### src/rtl/bcc_pkg.sv
package bcc_pkg;
    typedef enum logic [1:0] {
        BAND_NORM = 2'd0,
        BAND_LOW  = 2'd1,
        BAND_HIGH = 2'd2,
        BAND_CRIT = 2'd3
    } band_e;

    typedef enum logic [1:0] {
        CS_INIT   = 2'd0,
        CS_IDLE   = 2'd1,
        CS_CHARGE = 2'd2
    } chg_state_e;
endpackage

### src/rtl/bcc_band_cmp.sv
module bcc_band_cmp
    import bcc_pkg::*;
#(
    parameter int ADC_W = 10
) (
    input  logic [ADC_W-1:0] code,
    input  logic [ADC_W-1:0] thr_low,
    input  logic [ADC_W-1:0] thr_high,
    input  logic [ADC_W-1:0] thr_crit,
    output band_e            band
);
    // Critical wins over high; low only applies when not above either limit.
    always_comb begin
        if (code > thr_crit)      band = BAND_CRIT;
        else if (code > thr_high) band = BAND_HIGH;
        else if (code < thr_low)  band = BAND_LOW;
        else                      band = BAND_NORM;
    end
endmodule

### src/rtl/bcc_blink_div.sv
module bcc_blink_div #(
    parameter int DIV_W = 16
) (
    input  logic             clk,
    input  logic             rst,
    input  logic [DIV_W-1:0] period,
    output logic             phase
);
    typedef struct packed {
        logic [DIV_W-1:0] cnt;
        logic             ph;
    } div_t;

    div_t div_d, div_q;

    always_comb begin
        div_d = div_q;
        if (div_q.cnt >= period) begin
            div_d.cnt = '0;
            div_d.ph  = ~div_q.ph;
        end else begin
            div_d.cnt = div_q.cnt + 1'b1;
        end
    end

    always_ff @(posedge clk) begin
        if (rst) div_q <= '0;
        else     div_q <= div_d;
    end

    assign phase = div_q.ph;
endmodule

### src/rtl/bcc_charge_fsm.sv
module bcc_charge_fsm
    import bcc_pkg::*;
#(
    parameter int DLY_W = 8
) (
    input  logic             clk,
    input  logic             rst,
    input  logic             smp_vld,
    input  band_e            band,
    input  logic [DLY_W-1:0] off_delay,
    output logic             chg_on
);
    typedef struct packed {
        chg_state_e       st;
        logic [DLY_W-1:0] cnt;
    } fsm_t;

    fsm_t fsm_d, fsm_q;

    always_comb begin
        fsm_d = fsm_q;
        if (smp_vld) begin
            unique case (fsm_q.st)
                CS_CHARGE: begin
                    unique case (band)
                        BAND_CRIT: begin
                            fsm_d.st  = CS_IDLE;
                            fsm_d.cnt = '0;
                        end
                        BAND_HIGH: begin
                            if (fsm_q.cnt >= off_delay) begin
                                fsm_d.st  = CS_IDLE;
                                fsm_d.cnt = '0;
                            end else begin
                                fsm_d.cnt = fsm_q.cnt + 1'b1;
                            end
                        end
                        default: fsm_d.cnt = '0;
                    endcase
                end
                default: begin
                    fsm_d.cnt = '0;
                    fsm_d.st  = (band == BAND_LOW) ? CS_CHARGE : CS_IDLE;
                end
            endcase
        end
    end

    always_ff @(posedge clk) begin
        if (rst) fsm_q <= '{st: CS_INIT, cnt: '0};
        else     fsm_q <= fsm_d;
    end

    assign chg_on = (fsm_q.st == CS_CHARGE);
endmodule

### src/rtl/batt_charge_ctrl.sv
module batt_charge_ctrl
    import bcc_pkg::*;
#(
    parameter int ADC_W = 10,
    parameter int DLY_W = 8,
    parameter int DIV_W = 16
) (
    input  logic             clk,
    input  logic             rst,
    input  logic             smp_vld,
    input  logic [ADC_W-1:0] volt_code,
    input  logic [ADC_W-1:0] temp_code,
    input  logic [ADC_W-1:0] thr_low,
    input  logic [ADC_W-1:0] thr_high,
    input  logic [ADC_W-1:0] thr_crit,
    input  logic [ADC_W-1:0] thr_fan,
    input  logic [DLY_W-1:0] off_delay,
    input  logic [DIV_W-1:0] blink_period,
    output logic             chg_en,
    output logic             fan_req,
    output logic             led_hv,
    output logic             led_good,
    output logic             led_fan
);
    typedef struct packed {
        logic  seen;
        band_e band;
        logic  hot;
    } stat_t;

    band_e band_now;
    logic  phase;
    logic  chg_on;
    stat_t stat_d, stat_q;

    bcc_band_cmp #(.ADC_W(ADC_W)) i_band (
        .code     (volt_code),
        .thr_low  (thr_low),
        .thr_high (thr_high),
        .thr_crit (thr_crit),
        .band     (band_now)
    );

    bcc_blink_div #(.DIV_W(DIV_W)) i_div (
        .clk    (clk),
        .rst    (rst),
        .period (blink_period),
        .phase  (phase)
    );

    bcc_charge_fsm #(.DLY_W(DLY_W)) i_fsm (
        .clk       (clk),
        .rst       (rst),
        .smp_vld   (smp_vld),
        .band      (band_now),
        .off_delay (off_delay),
        .chg_on    (chg_on)
    );

    // Snapshot of the last valid sample, used for the indicators.
    always_comb begin
        stat_d = stat_q;
        if (smp_vld) begin
            stat_d.seen = 1'b1;
            stat_d.band = band_now;
            stat_d.hot  = (temp_code > thr_fan);
        end
    end

    always_ff @(posedge clk) begin
        if (rst) stat_q <= '{seen: 1'b0, band: BAND_NORM, hot: 1'b0};
        else     stat_q <= stat_d;
    end

    logic above_high;
    assign above_high = (stat_q.band == BAND_HIGH) || (stat_q.band == BAND_CRIT);

    assign chg_en   = chg_on;
    assign fan_req  = stat_q.seen & stat_q.hot;
    assign led_fan  = stat_q.seen & stat_q.hot & phase;
    assign led_hv   = stat_q.seen & above_high & phase;
    assign led_good = stat_q.seen & (chg_on ? phase : 1'b1);
endmodule

### config.mk
export PLATFORM = sky130hd
export DESIGN_NAME = batt_charge_ctrl
export DESIGN_NICKNAME = d
export VERILOG_FILES = /design/src/rtl/bcc_pkg.sv /design/src/rtl/bcc_band_cmp.sv /design/src/rtl/bcc_blink_div.sv /design/src/rtl/bcc_charge_fsm.sv /design/src/rtl/batt_charge_ctrl.sv
export SDC_FILE = /design/constraint.sdc
export NUM_CORES = 1
export LEC_CHECK = 0
export ABC_AREA = 1
export BUFFER_PORTS_ARGS = -buffer_cell sky130_fd_sc_hd__buf_2
export CORE_MARGIN = 1
export CORE_UTILIZATION = 57
export DETAILED_ROUTE_END_ITERATION = 10
export PLACE_DENSITY = 0.92
export SETUP_SLACK_MARGIN = 0.3
export SLEW_MARGIN = 15
export SYNTH_ARGS = -nofsm -noshare
export SYNTH_HDL_FRONTEND = slang
export SYNTH_SLANG_ARGS = --single-unit
### constraint.sdc
create_clock -name clk -period 4.75 [get_ports clk]
set_input_delay 0.2375 -clock clk [delete_from_list [all_inputs] [get_ports clk]]
set_output_delay 0.2375 -clock clk [all_outputs]
set_load 0.05 [all_outputs]
* After elaboration in Yosys (flattened, before gate mapping)
Index checks and enable logic that the tools add are counted.
Storage, ports and cells: register bits 31, output and inout bits 5
Operators by class: add/sub/neg operators 2, $lt $le $gt $ge 6, equality and inequality tests 8, mux-type cells 10, bitwise logic cells 6, reduce and logical (&&, ||, !) cells 3
Operators with widths (number):
- 10-bit > comparator | 3
- 16-bit by 1-bit adder with 16-bit output, second input constant | 1
- 16-bit >= comparator | 1
- 8-bit 2-to-1 mux | 2
- 2-bit == test, second input constant | 5
- 10-bit less-than comparator | 1
- 10-bit 2-to-1 mux | 1
- 8-bit by 1-bit adder with 8-bit output, second input constant | 1
- 8-bit >= comparator | 1
- 2-bit 2-to-1 mux | 4
- 1-bit AND | 5
- 2-bit case mux with 2 select lines | 1
- 3-bit by 1-bit inequality test with 1-bit output, second input constant | 1
- 3-bit by 2-bit inequality test with 1-bit output, second input constant | 1
- 3-bit AND reduction | 1
- 2-bit by 1-bit == test with 1-bit output, second input constant | 1
- 1-bit 2-to-1 mux | 2
- 2-bit OR reduction | 1
- 1-bit logical OR | 1
- 1-bit inverter | 1

* Depth between registers and ports, before layout
Gate-level depths: netlist of the first run.
word-level depth 7, depth in mapped cells 16, gate-level depth less buffers 16

* Hierarchy
Synthesis of the first run repeated with hierarchy kept, for this count alone.
Unflattened totals: cells, all modules 480, area total of the unflattened synthesis 3211.8 µm²
Modules (own cells, without submodules):
- bcc_blink_div | times used 1, cells each 163, area each 1206.2 µm²
- bcc_band_cmp | times used 1, cells each 139, area each 829.5 µm²
- bcc_charge_fsm | times used 1, cells each 107, area each 743.2 µm²
- batt_charge_ctrl | times used 1, cells each 71, area each 432.9 µm²

* Worst setup path before layout of the first run
No wires, ideal clock.
path kind register -> output, start point register i_fsm.fsm_q[9] (netlist bit), end point output led_good, arrival 1.766 ns, setup slack 2.747 ns, cell stages (with the launch flop) 4, path buffers 0, path through dfxtp_1 -> inv_1 -> nor2_1 -> o21ai_0
On the way: cells in the longest elaborated chain, start to end 3
RTL lines:
- start, declared | line bcc_charge_fsm.sv:18 | fsm_t fsm_d, fsm_q;
- start signal, assigned | line bcc_charge_fsm.sv:50 | if (rst) fsm_q <= '{st: CS_INIT, cnt: '0};
- start signal, assigned | line bcc_charge_fsm.sv:51 | else fsm_q <= fsm_d;
- 2-bit == test | line bcc_charge_fsm.sv:54 | assign chg_on = (fsm_q.st == CS_CHARGE);
- via chg_en | line batt_charge_ctrl.sv:19 | output logic chg_en,
- 1-bit 2-to-1 mux | line batt_charge_ctrl.sv:82 | assign led_good = stat_q.seen & (chg_on ? phase : 1'b1);
- 1-bit AND | line batt_charge_ctrl.sv:82
- end, declared | line batt_charge_ctrl.sv:22 | output logic led_good,
The timed path passes the listed nets, and every way through them passes these cells.

* Worst setup path after layout of the first run
start point register i_div.div_q[10] (netlist bit), end point register i_div.div_q[13] (netlist bit)
On the way: cells in the longest elaborated chain, start to end 2
RTL lines:
- start, declared | line bcc_blink_div.sv:14 | div_t div_d, div_q;
- start signal, assigned | line bcc_blink_div.sv:28 | else div_q <= div_d;
- 16-bit >= comparator | line bcc_blink_div.sv:18 | if (div_q.cnt >= period) begin
- 2-bit OR reduction (no source line)
Several ways; a longest one is shown, not always the timed one. A chain may end at the register's enable or synchronous reset.

==> summary.txt, run 1 <==
setup_tns: 0 ns
post-route insts no fill: 598
min Tclk post-route: 1.95 ns
slew of the pin with the lowest slew margin: 0.451 ns
syn avg cell area: 6.92 um^2
Seq cells post-synth: 30
Worst Reg-to-Reg Cells: 6
Routed WL per cell: 10.7 um
DRC viols: 0
Worst Path Class, Setup: flip-flop to flip-flop
post-cts sizing count: 0
Mapped Nets: 585
Worst setup endpoint: i_div.div_q[13]$_SDFF_PP0_
R2R Path Start: i_div.div_q[10]$_SDFF_PP0_
Final HPWL DP: 5500 um
Nets: 681
width of the chip: 74.5 um
Final ANT Viol Nets: 0
drt total wl: 6370 um
VDD IR max: 0.000149 V
# hold bufs at CTS: 0
max_cap viols: 0
grt total ovfl: 0
commonest non-fill, non-tap cells in the layout: 101 x inv_1, 91 x buf_2, 80 x nand2_1, 65 x ha_1, 42 x nor2_1
PwrDens: 177 nW/um^2
Critical Path RT: 4.94 ns
final hold viol count: 0
Cells after Synth: 433
crit path launch: i_div.div_q[10]$_SDFF_PP0_
Min Hold Slack: 0.177 ns
final setup fails: 0
Max H-tree Level: 2
Area Growth Syn to Fin: 20.5%
Die Height: 74.5 um
CP Launch Type: flip-flop
initial antenna violation count: 0
R2R setup slack: 2.80 ns
total CTS buffers: 5
CTS tree: done
register area share after synthesis: 20.1%
synth warn: 0
Port Buffers: 91
Root Driver: clkbuf_8
Netlist cell types: 29
RSZ-0062 raised after global routing: no
vias in the first global route: 2850
FMAX: 513 MHz
Clock Skews: 0.00267 ns
die area: 5550 um^2
min-delay worst type: input pin to flip-flop
first-pass GRT wire length: 10800 um
GPL Wtd Cong: 0.800
Worst-Skew Late Latency: 0.28 ns
drt first pass iters: 4
Vias/cell: 4.90
Post-CTS Setup Inserts: 0
most common cell after layout, fill and taps aside: inv_1
period utilization: 41.1%
CP endpoint kind: flip-flop
Synth Cell Area: 3000 um^2
P_leak: 0.00211 uW
Ports: 92
initial cell density of the core: 59.0%
layout cells sized above 1: 22.2%
outcome: complete, no violations
Global Route Usage Sum: 24.5%
DRT iter0 DRCs: 94
crit-path max FO: 16
clk slew on worst S/H paths: 0.06 ns
Slew Limit Headroom: 69.9%
Arr. time, crit path: 2.14 ns
Post-Place Cells: 592
Std-Cell Core Area: 5070 um^2
Bufs on Longest Clock Path: 2
largest net degree at the start of global routing: 17
final core occ: 71.1%
CTS sink count: 30
max-slew violation count: 0
vias: 2932
ANT cells: 0
row count: 26
Reg2Reg Capture Point: i_div.div_q[13]$_SDFF_PP0_
critical path, cell delays in order (launching register included):
cell and delay, ns:
dfxtp_1 0.40, ha_1 0.27, a21oi_1 0.15, o21ai_0 0.10, a21oi_1 0.24, nand4_2 0.42
nor3_1 0.28
worst min path at each step:
stage / slack, ns / end / depth (start not counted) / from
finish: 0.18 / stat_q[3]$_SDFFE_PP0P_ / 2 / rst
global route: 0.19 / i_fsm.fsm_q[1]$_SDFFE_PP0P_ / 2 / rst
CTS: 0.18 / i_fsm.fsm_q[1]$_SDFFE_PP0P_ / 2 / rst
detailed placement: 0.46 / i_fsm.fsm_q[8]$_SDFFE_PP0P_ / 2 / i_fsm.fsm_q[8]$_SDFFE_PP0P_
global placement: 0.46 / i_fsm.fsm_q[8]$_SDFFE_PP0P_ / 2 / i_fsm.fsm_q[8]$_SDFFE_PP0P_
floorplan: 0.31 / i_fsm.fsm_q[1]$_SDFFE_PP0P_ / 1 / rst
area by class of cell:
type                    instances  area, um^2
well taps                      70        87.6
inverters                     102         383
flip-flops and latches         30         601
multi-input cells             299        2000
clock buffers                   6        82.6
fillers                       447        1470
repair buffers                 91         455
synthesized netlist by cell type, drive strengths merged:
| cell | count | share of area [%] |
|---|---|---|
| clkbuf | 1 | 0.13 |
| or2 | 3 | 0.71 |
| nor2 | 49 | 7.1 |
| nand2 | 83 | 11 |
| and2 | 1 | 0.21 |
| ha | 65 | 27 |
| nand4 | 11 | 2.5 |
| o21a | 3 | 0.75 |
| xor2 | 13 | 3.8 |
| dfxtp | 30 | 20 |
| xnor2 | 3 | 0.88 |
| inv | 102 | 13 |
| a211oi | 1 | 0.25 |
| o21ai | 8 | 1.3 |
| o211ai | 3 | 0.75 |
| nand3 | 19 | 3.7 |
| nand3b | 1 | 0.67 |
| nor3 | 6 | 1.4 |
| buf | 1 | 0.25 |
| a21oi | 30 | 5.0 |
metal layers:
| layer | global-route usage [%] | wire (um) | vias up |
|---|---|---|---|
| met2 | 48.9 | 3280 | 92 |
| li1 | - | - | 1562 |
| met5 | 0 | 0 | - |
| met1 | 25.9 | 2690 | 1272 |
| met3 | 4.47 | 347 | 6 |
| met4 | 6.29 | 52 | 0 |
cells by family (layout without fill, tap and decap cells):
kind of cell | after synthesis | count (layout) | synth area share (%)
DFF | 30 | 30 | 20.1
and+or+nand+nor | 173 | 173 | 26.9
AOI/OAI and AO/OA | 45 | 45 | 8.10
buffers and inverters | 104 | 199 | 13.2
adders and majority gates | 65 | 65 | 27.2
xor gates and xnor gates | 16 | 16 | 4.68
flip-flops by register name, indices dropped and copies added, names as in the netlist:
register and count:
stat_q 3, i_fsm.fsm_q 10, i_div.div_q 16, i_div.phase 1
power breakdown:
part | switching [uW] | internal (uW)
sequential | 4.91 | 258
clock | 92.7 | 112
combinational | 95.6 | 77.4
through the flow:
step / setup slack (ns) / area, um^2 / power, uW
after floorplan: 2.75 / 3000 / 375
after global placement: 2.89 / 3530 / 430
after detailed placement: 2.81 / 3530 / 442
after CTS: 2.80 / 3610 / 643
after global routing: 2.62 / 3610 / 684
final: 2.80 / 3610 / 640
Note: power is estimated with default switching activity, not from simulation.
==> run 2, diff against run 1 <==
--- a/config.mk
+++ b/config.mk
@@ -8,9 +8,9 @@
 export ABC_AREA = 1
 export BUFFER_PORTS_ARGS = -buffer_cell sky130_fd_sc_hd__buf_2
 export CORE_MARGIN = 1
-export CORE_UTILIZATION = 57
+export CORE_UTILIZATION = 47
 export DETAILED_ROUTE_END_ITERATION = 10
-export PLACE_DENSITY = 0.92
+export PLACE_DENSITY = 0.82
 export SETUP_SLACK_MARGIN = 0.3
 export SLEW_MARGIN = 15
 export SYNTH_ARGS = -nofsm -noshare
==> constraint.sdc (replaced) <==
create_clock -name clk -period 1.7 [get_ports clk]
set_input_delay 0.085 -clock clk [delete_from_list [all_inputs] [get_ports clk]]
set_output_delay 0.085 -clock clk [all_outputs]
set_load 0.05 [all_outputs]
==> summary.txt, run 2 (synthesis gave the netlist of run 1 again) <==
total CTS buffers: 5 (unchanged)
Arr. time, crit path: 1.79 ns (-0.35 ns)
min-delay worst type: input pin to flip-flop
Regs by FF count: i_div.div_q (16), i_fsm.fsm_q (10), stat_q (3)
commonest non-fill, non-tap cells in the layout: 97 x inv_1, 91 x buf_2, 73 x nand2_1, 52 x ha_1, 32 x nor2_1
final core occ: 69.5% (-1.7 points)
Post-Place Cells: 601 (+1.5%)
most common cell after layout, fill and taps aside: inv_1
clk slew on worst S/H paths: 0.06 ns (about the same)
drt first pass iters: 5 (+1)
fin area: 4190 um^2 (+16%)
max-slew violation count: 0 (unchanged)
vias in the first global route: 2861 (+0.39%)
GPL Wtd Cong: 0.820 (+2.5%)
Max H-tree Level: 2 (unchanged)
Die Height: 81.8 um (+9.9%)
max incr delay on CP: 0.37 ns (-0.05 ns)
Area Growth Syn to Fin: 39.8%
drt total wl: 7140 um (+12%)
VDD IR max: 0.000345 V (+130%)
slowest CP cell: dfxtp_4
CP endpoint kind: flip-flop
Vias/cell: 4.86 (-0.84%)
vias: 3024 (+3.1%)
die area: 6700 um^2 (+21%)
Critical Path RT: 1.90 ns (-3.04 ns)
Routed WL per cell: 11.5 um (+7.8%)
Ports: 92 (unchanged)
CTS sink count: 30 (unchanged)
period utilization: 93.5% (+52 points)
R2R setup slack: 0.11 ns (-2.69 ns)
WHS Endpoint: i_fsm.fsm_q[1]$_SDFFE_PP0P_
grt total ovfl: 0 (unchanged)
Final ANT Viol Nets: 0 (unchanged)
layout cells sized above 1: 37.3% (+15 points)
initial cell density of the core: 49.7% (-9.3 points)
FMAX: 629 MHz (+23%)
Bufs on Longest Clock Path: 2 (unchanged)
CTS tree: done
slew of the pin with the lowest slew margin: 0.393 ns (-0.0578 ns)
largest net degree at the start of global routing: 11 (-6)
outcome: complete, no violations
Largest Register: i_div.div_q
width of the chip: 81.8 um (+9.9%)
Worst-Skew Late Latency: 0.28 ns (about the same)
Port Buffers: 91 (unchanged)
critical path, cell by cell: inv_1 -> ha_1 -> inv_1 -> a21oi_2 -> o21ai_2 -> nand2_1 -> o211ai_1 -> nand2_2 -> nand4_4 -> a21oi_2
delay-heaviest family, CP: compound AO/OA/AOI/OAI gates
max reg flops: 16 (unchanged)
max_cap viols: 0 (unchanged)
Slew Limit Headroom: 73.8% (+3.9 points)
CP Launch Type: flip-flop
post-route insts no fill: 622 (+4.0%)
hold wc startpoint: rst
Nets: 698 (+2.5%)
first-pass GRT wire length: 11400 um (+5.4%)
R2R Path Start: i_div.div_q[1]$_SDFF_PP0_
Worst Reg-to-Reg Cells: 10 (+4)
initial antenna violation count: 0 (unchanged)
final setup fails: 0 (unchanged)
Global Route Usage Sum: 21.6% (-2.9 points)
DP Area: 3770 um^2 (+7.0%)
Worst Path Buf+Inv: 2 (+2)
ANT cells: 0 (unchanged)
row count: 28 (+7.7%)
final hold viol count: 0 (unchanged)
PwrDens: 450 nW/um^2 (+150%)
# hold bufs at CTS: 0 (unchanged)
DRT iter0 DRCs: 57 (-39%)
min Tclk post-route: 1.59 ns (-0.361 ns)
Reg2Reg Capture Point: i_div.div_q[4]$_SDFF_PP0_
DRC viols: 0 (unchanged)
crit-path max FO: 8 (-8)
Clock Skews: 0.00758 ns (+0.00491 ns)
total power draw: 1880 uW (+190%)
Root Driver: clkbuf_8
RSZ-0062 raised after global routing: yes
Std-Cell Core Area: 6030 um^2 (+19%)
P_leak: 0.00227 uW (+7.2%)
WHS Path Cells: 2 (unchanged)
Final HPWL DP: 5400 um (-1.8%)
Worst Path Class, Setup: flip-flop to flip-flop
## run 2: cell count changes in the layout (fill, tap and decap cells not counted), sizes merged
cell    previous run  this run
buf               91       107
clkbuf             6         7
nand4             11        12
clkinv             0         1
## run 2: how the worst max path moves through the flow
stage,startpoint,to,slack [ns],cells after the start
2_1_floorplan,i_div.div_q[2]$_SDFF_PP0_,i_div.div_q[16]$_SDFF_PP0_,0.23,9
3_3_place_gp,volt_code[9],i_fsm.fsm_q[0]$_SDFFE_PP0P_,0.09,12
3_5_place_dp,volt_code[5],i_fsm.fsm_q[5]$_SDFFE_PP0P_,0.01,12
4_1_cts,i_fsm.fsm_q[5]$_SDFFE_PP0P_,i_fsm.fsm_q[0]$_SDFFE_PP0P_,0.14,10
5_1_grt,i_div.div_q[1]$_SDFF_PP0_,i_div.div_q[7]$_SDFF_PP0_,-0.01,10
6_report,i_div.div_q[1]$_SDFF_PP0_,i_div.div_q[4]$_SDFF_PP0_,0.11,10
## run 2: layer usage
| layer | routed length, um | GRT usage (%) |
|---|---|---|
| met5 | 0 | 0 |
| met3 | 378 | 3.67 |
| met2 | 3620 | 41.7 |
| met1 | 3060 | 23.4 |
| met4 | 86 | 6.84 |
## run 2: area by class of cell
cell class / instances / area [um^2]
Sequential cell: 30 / 644
Inverter: 102 / 383
Timing Repair Buffer: 107 / 576
Multi-Input combinational cell: 300 / 2400
Clock inverter: 1 / 5.00
Fill cell: 498 / 1840
Clock buffer: 7 / 86.3
Tap cell: 75 / 93.8
## run 2: stage by stage
step                hold slack (ns)  TNS (ns)  setup slack [ns]
finish                       0.0272         0             0.110
global route                 0.0187   -0.0118           -0.0118
CTS                          0.0150         0             0.138
global placement              0.310         0            0.0901
detailed placement            0.320         0            0.0117
floorplan                     0.154         0             0.235
## run 2: what timing repair did
| action | 4_1_cts | 5_1_grt |
|---|---|---|
| pin swaps | 11 | 10 |
| gates resized for setup | 39 | 16 |
| gates cloned | 1 | 0 |
| setup buffers | 8 | 4 |
| setup endpoints to repair | 27 | 27 |
## run 2: report_power, final
part / internal (uW) / total (uW) / switching, uW
sequential: 711 / 732 / 20.6
combinational: 252 / 561 / 308
clock: 326 / 592 / 266
total: 1290 / 1880 / 595
